## src/rtl/synth_cfg_pkg.sv

```systemverilog
package synth_cfg_pkg;
  localparam int unsigned DEF_N_W = 16;
  localparam int unsigned DEF_R_W = 14;
  localparam int unsigned DEF_SYNC = 2;

  typedef enum logic {
    DEST_FEEDBACK  = 1'b0,
    DEST_REFERENCE = 1'b1
  } dest_e;
endpackage

```

## src/rtl/cfg_sync.sv

```systemverilog
module cfg_sync #(
  parameter int unsigned W      = 3,
  parameter int unsigned STAGES = 2
) (
  input  logic         clk,
  input  logic         rst_n,
  input  logic [W-1:0] d,
  output logic [W-1:0] q
);
  logic [W-1:0] chain [STAGES];

  always_ff @(posedge clk) begin
    if (!rst_n) chain[0] <= '0;
    else        chain[0] <= d;
  end

  for (genvar s = 1; s < STAGES; s++) begin : g_stage
    always_ff @(posedge clk) begin
      if (!rst_n) chain[s] <= '0;
      else        chain[s] <= chain[s-1];
    end
  end

  assign q = chain[STAGES-1];
endmodule

```

## src/rtl/cfg_shifter.sv

```systemverilog
module cfg_shifter #(
  parameter int unsigned FRAME_W = 17
) (
  input  logic               clk,
  input  logic               rst_n,
  input  logic               sclk_s,
  input  logic               sdata_s,
  output logic [FRAME_W-1:0] frame
);
  logic sclk_q;
  logic shift_en;

  assign shift_en = sclk_s & ~sclk_q;

  always_ff @(posedge clk) begin
    if (!rst_n) begin
      sclk_q <= 1'b0;
      frame  <= '0;
    end else begin
      sclk_q <= sclk_s;
      if (shift_en) frame <= {frame[FRAME_W-2:0], sdata_s};
    end
  end
endmodule

```

## src/rtl/cfg_holding.sv

```systemverilog
module cfg_holding
  import synth_cfg_pkg::*;
#(
  parameter int unsigned N_W = 16,
  parameter int unsigned R_W = 14,
  localparam int unsigned FRAME_W = N_W + 1
) (
  input  logic               clk,
  input  logic               rst_n,
  input  logic               sen_s,
  input  logic [FRAME_W-1:0] frame,
  output logic [N_W-1:0]     n_div,
  output logic [R_W-1:0]     r_div,
  output logic               pre_sel,
  output logic               gate,
  output logic               ld_n,
  output logic               ld_r
);
  localparam int unsigned R_LSB = FRAME_W - R_W;

  logic  sen_q;
  logic  commit;
  dest_e dest;

  assign commit = sen_s & ~sen_q;
  assign dest   = dest_e'(frame[0]);

  always_ff @(posedge clk) begin
    if (!rst_n) begin
      sen_q   <= 1'b0;
      n_div   <= '0;
      r_div   <= '0;
      pre_sel <= 1'b0;
      gate    <= 1'b0;
      ld_n    <= 1'b0;
      ld_r    <= 1'b0;
    end else begin
      sen_q <= sen_s;
      ld_n  <= 1'b0;
      ld_r  <= 1'b0;
      if (commit) begin
        if (dest == DEST_FEEDBACK) begin
          n_div <= frame[FRAME_W-1:1];
          ld_n  <= 1'b1;
        end else begin
          r_div   <= frame[FRAME_W-1:R_LSB];
          pre_sel <= frame[2];
          gate    <= frame[1];
          ld_r    <= 1'b1;
        end
      end
    end
  end
endmodule

```

## src/rtl/synth_cfg_port.sv

```systemverilog
module synth_cfg_port
  import synth_cfg_pkg::*;
#(
  parameter int unsigned N_W   = DEF_N_W,
  parameter int unsigned R_W   = DEF_R_W,
  parameter int unsigned SYNC  = DEF_SYNC
) (
  input  logic           clk,
  input  logic           rst_n,
  input  logic           sclk_i,
  input  logic           sdata_i,
  input  logic           sen_i,
  output logic [N_W-1:0] n_div_o,
  output logic [R_W-1:0] r_div_o,
  output logic           pre_sel_o,
  output logic           gate_o,
  output logic           ld_n_o,
  output logic           ld_r_o
);
  localparam int unsigned FRAME_W = N_W + 1;

  logic [2:0]         pins_s;
  logic [FRAME_W-1:0] frame;

  cfg_sync #(.W(3), .STAGES(SYNC)) u_sync (
    .clk   (clk),
    .rst_n (rst_n),
    .d     ({sen_i, sdata_i, sclk_i}),
    .q     (pins_s)
  );

  cfg_shifter #(.FRAME_W(FRAME_W)) u_shift (
    .clk     (clk),
    .rst_n   (rst_n),
    .sclk_s  (pins_s[0]),
    .sdata_s (pins_s[1]),
    .frame   (frame)
  );

  cfg_holding #(.N_W(N_W), .R_W(R_W)) u_hold (
    .clk     (clk),
    .rst_n   (rst_n),
    .sen_s   (pins_s[2]),
    .frame   (frame),
    .n_div   (n_div_o),
    .r_div   (r_div_o),
    .pre_sel (pre_sel_o),
    .gate    (gate_o),
    .ld_n    (ld_n_o),
    .ld_r    (ld_r_o)
  );
endmodule

```

## config.mk

```make
export PLATFORM = sky130hd
export DESIGN_NAME = synth_cfg_port
export DESIGN_NICKNAME = d
export VERILOG_FILES = /design/src/rtl/synth_cfg_pkg.sv /design/src/rtl/cfg_sync.sv /design/src/rtl/cfg_shifter.sv /design/src/rtl/cfg_holding.sv /design/src/rtl/synth_cfg_port.sv
export SDC_FILE = /design/constraint.sdc
export NUM_CORES = 1
export LEC_CHECK = 0
export BUFFER_PORTS_ARGS = -buffer_cell sky130_fd_sc_hd__buf_2
export CAP_MARGIN = 10
export CORE_MARGIN = 3
export CORE_UTILIZATION = 45
export DETAILED_ROUTE_END_ITERATION = 12
export PLACE_DENSITY = 0.77
export SETUP_SLACK_MARGIN = 0.3
export SLEW_MARGIN = 20
export SYNTH_ARGS = -nofsm -noshare
export SYNTH_HDL_FRONTEND = slang
export SYNTH_SLANG_ARGS = --single-unit
```

## constraint.sdc

```tcl
create_clock -name clk -period 2 [get_ports clk]
set_input_delay 0.1 -clock clk [delete_from_list [all_inputs] [get_ports clk]]
set_output_delay 0.1 -clock clk [all_outputs]
set_load 0.02 [all_outputs]
```

# After elaboration in Yosys (flattened, before gate mapping)

Memories as Yosys holds them, arrays and structs flattened.
Index checks and enable logic that the tools add are counted.

Register bits: 53
Latch bits: 0
Memory bits (writable): 6
Memory bits (read-only): 0
Input port bits: 5
Output and inout port bits: 34
Memories: 1

Add/subtract/negate cells: 0
$mul: 0
Div/mod/pow operators: 0
Magnitude comparators: 0
Eq/ne operators: 0
Shifts and indexed selects: 0
Muxes and demuxes: 6
Bitwise gates (word level): 7
Reduce and logical (&&, ||, !) cells: 3

Memories:

| memory       | words | width | rd ports | clocked after memory_dff | write ports | RTL line       | text |
|---|---|---|---|---|---|---|---|
| u_sync.chain | 2     | 3     | 2        | 0                        | 2           | cfg_sync.sv:10 | `logic [W-1:0] chain [STAGES];` |

Operators by type and width:

| kind                | number |
|---|---|
| 3-bit 2-to-1 mux    | 2 |
| 2-bit AND reduction | 3 |
| 1-bit 2-to-1 mux    | 4 |
| 1-bit NOT           | 3 |
| 1-bit AND           | 2 |
| 1-bit OR            | 2 |

# Depth between registers and ports, before layout

Depth in word-level cells: 3
Gate-level depth with buffers: 5

# Hierarchy

From an unflattened synthesis, not the netlist that was laid out.

Cell total of the unflattened synthesis: 201
Area total of the unflattened synthesis: 2167.1 sq um

By module, submodules not included:

| module      | times used | cells each | area each (sq um) | seq. area each (sq um) |
|---|---|---|---|---|
| cfg_holding | 1          | 130        | 1343.8            | 700.7 |
| cfg_shifter | 1          | 59         | 665.6             | 360.3 |
| cfg_sync    | 1          | 12         | 157.7             | 120.1 |

# Worst setup path before layout

Ideal clock, no wire load.

Kind: register to register
Start: register u_shift.frame[0]
End: register u_hold.n_div[10]
Library setup time: 115 ps
Arrival time: 1095 ps
Path slack: 790 ps
Stages on the path, launching flop included: 6
Path buffers: 2
Clock period less this slack: 1210 ps
Cells stage by stage: dfxtp_1 or3b_1 buf_6 buf_6 nand3_1 o21ai_2

Cells in the longest elaborated chain, start to end: 2

Ends and longest elaborated chain:

| what                          | RTL line          | text |
|---|---|---|
| from (decl)                   | cfg_shifter.sv:8  | `output logic [FRAME_W-1:0] frame` |
| from (signal assigned)        | cfg_shifter.sv:21 | `if (shift_en) frame <= {frame[FRAME_W-2:0], sdata_s};` |
| 1-bit NOT (no line)           | -                 |  |
| 2-bit AND reduction (no line) | -                 |  |
| to (signal assigned)          | cfg_holding.sv:43 | `n_div <= frame[FRAME_W-1:1];` |
| to (decl)                     | cfg_holding.sv:12 | `output logic [N_W-1:0] n_div,` |

No other way between the ends.
A chain may end at the register's enable or synchronous reset.

# Worst setup path in the final report

Start: register u_shift.frame[0]
End: register u_hold.n_div[8]

Same word-level chain as after synthesis.

==> metrics.txt <==
Worst-path clk slew 0.06 ns; Syn Nets 249; Detailed Routing Iterations Pass 1 4; CP max stage delay 0.37 ns; number of antenna diodes 0; total grt overflow 0; Max clock buf depth 2; worst slew pin tran 0.608 ns; yosys warns 0; worst skew pair latency 0.32 ns; crit path kind reg -> reg; Vias/cell 4.83; Post-CTS Setup Repair Bufs 0; CTS root buffer clkbuf_8; Max Cap Violations 0; Placed Area 0.00237 sq mm; Global Route Usage Sum 0.153; Mapped Cells 244; IO buf count 38; worst path required time 2.21 ns; drt total wl 3930 um; sequential fraction of the synthesis area 0.536; Final Setup Violations 0; DRC Markers 0; Setup crit end kind register; leakage 1.00 nW; layout cells sized above 1 0.274; Final Hold Fails 0; Initial DRC Count 156; fill count 407; P per Cell Area 860 mW/mm^2; minimum clock period 1.33 ns; crit path cell chain or3b_1 -> buf_4 -> nand3_1 -> o21ai_2; Worst Path Arrival 1.53 ns; RePlAce Congestion 0.710; synthesized area 0.00220 sq mm; setup TNS 0 ns; HP Start rst_n; CP startpoint u_shift.frame[0]; vias 1671; post-route ant nets 0; RR Startpoint u_shift.frame[0]; io pins 39; Initial Utilization 0.486; outcome finished, final reports clean; die height 76.0 um; unrepaired setup endpoints after global routing no; CTS Buf Count 9; wire per inst 11.4 um; final core occ 0.568; Setup crit start kind register; nets 282; Synth Area per Inst 9.03 sq um; CP delay by family, top simple AND/OR/NAND/NOR gates; fmax 754 MHz; row count 24; H-tree levels 3; Area Overhead vs Synth 16.9%; Peak supply drop 0.000329 V; Buf/Inv on CP 1; Horiz. Die Dim 76.0 um; CP Max Fanout 32; Worst slew margin 0.595; die area 0.00577 sq mm; Worst Skew 0.00444 ns; post-synthesis cell type count 20; CTS sink cnt 59; Tcrit/Tclk final 0.663; Core Region 0.00453 sq mm; min-delay worst type in -> reg; placed cells 328; number of global-route vias before repair 1498; CTS tree yes; dpl hpwl 2460 um; first-pass GRT wire length 7090 um; final instance area 0.00257 sq mm; Max Transition Viols Final 0; FF+latch count, synth 59; largest net degree at the start of global routing 92; Crit-path slowest cell or3b_1; initial antenna violation count 0; Layout Cells excl Fill 346
## Yosys cell counts (all sizes together)
| cell | n | area [sq um] |
|---|---|---|
| or3b | 1 | 8.76 |
| nor2b | 2 | 12.5 |
| dfxtp | 59 | 1180 |
| nand2 | 67 | 251 |
| and2 | 8 | 50.1 |
| a21boi | 17 | 128 |
| nor2 | 1 | 3.75 |
| o21ai | 32 | 220 |
| clkbuf | 8 | 32.5 |
| nand2b | 1 | 6.26 |
| nand3 | 32 | 180 |
| and3b | 1 | 10.0 |
| and3 | 1 | 7.51 |
| buf | 14 | 111 |
## worst reg2reg max path: stages, from the launching register on
cell	delay, ns
dfxtp_1	0.34
or3b_1	0.37
buf_4	0.27
nand3_1	0.17
o21ai_2	0.06
## registers in the layout, summed over array words and instances (netlist names)
| name | cells |
|---|---|
| u_hold.ld_r | 1 |
| u_hold.n_div | 16 |
| u_shift.frame | 17 |
| u_sync.chain | 6 |
| u_hold.gate | 1 |
| u_hold.pre_sel | 1 |
| u_hold.r_div | 14 |
| u_hold.ld_n | 1 |
| u_hold.sen_q | 1 |
| u_shift.sclk_q | 1 |
## metrics by stage
| stage | setup slack, ns | hold slack, ns | total power [mW] |
|---|---|---|---|
| 2_1_floorplan | 0.790 | 0.227 | 1.27 |
| 3_3_place_gp | 0.713 | 0.309 | 1.28 |
| 4_1_cts | 0.665 | 0.265 | 2.24 |
| 6_report | 0.675 | 0.289 | 2.21 |
| 3_5_place_dp | 0.680 | 0.308 | 1.28 |
| 5_1_grt | 0.521 | 0.280 | 2.31 |
## metal layers
layer,GRT usage,vias to the layer above,part of all wire
met5,0,-,0
met4,0.0870,0,0.021
met3,0.0520,5,0.045
met2,0.211,37,0.45
met1,0.206,757,0.48
li1,-,872,-
## cell usage in the layout (no fill, tap or decap)
cell type	Yosys	routed
and2_1	8	8
and3_2	1	1
nand3_2	4	4
o21ai_2	16	16
or3b_1	1	1
clkbuf_1	6	1
and3b_2	1	1
clkbuf_8	0	12
a21boi_0	17	17
nand2b_1	1	1
buf_12	2	1
nor2_1	1	1
o21ai_0	16	16
buf_2	9	38
nand2_1	67	67
buf_4	0	2
clkinv_2	0	2
nor2b_1	2	2
nand3_1	28	28
dfxtp_1	59	59
dlygate4sd3_1	0	3
## report_power, final
group,switching [mW],leakage [nW],internal (mW)
clock network,0.419,0.0953,0.540
registers,0.00281,0.477,1.18
logic,0.0463,0.431,0.0224
## worst paths after layout
kind	to	slack, ns	depth (start not counted)
hold reg to reg	u_sync.chain[1][0]	0.43	1
setup reg to reg	u_hold.n_div[8]	0.67	4
setup / recovery	u_hold.n_div[8]	0.67	4
hold / removal	u_hold.r_div[4]	0.29	4
## area by class of cell
type / count / area [sq um] / area share
Sequential cell: 59 / 1180 / 0.459
Clock buffer: 13 / 169 / 0.0656
Timing Repair Buffer: 44 / 255 / 0.0991
Multi-Input combinational cell: 163 / 878 / 0.341
Clock inverter: 2 / 10.0 / 0.00389
Tap cell: 65 / 81.3 / 0.0316
## what timing repair did
action / CTS / global route
hold buffers: 3 / 0
hold endpoints to repair: 3 / 0
gates resized for setup: 0 / 0
## kinds of logic (layout without fill, tap and decap cells)
family,Yosys count,count (layout),share of synthesized area
flip-flops,59,59,0.536
buffers and inverters,22,59,0.0653
AND/OR/NAND/NOR,114,114,0.241
AO/OA/AOI/OAI,49,49,0.158
Note: power is estimated with default switching activity, not from simulation.
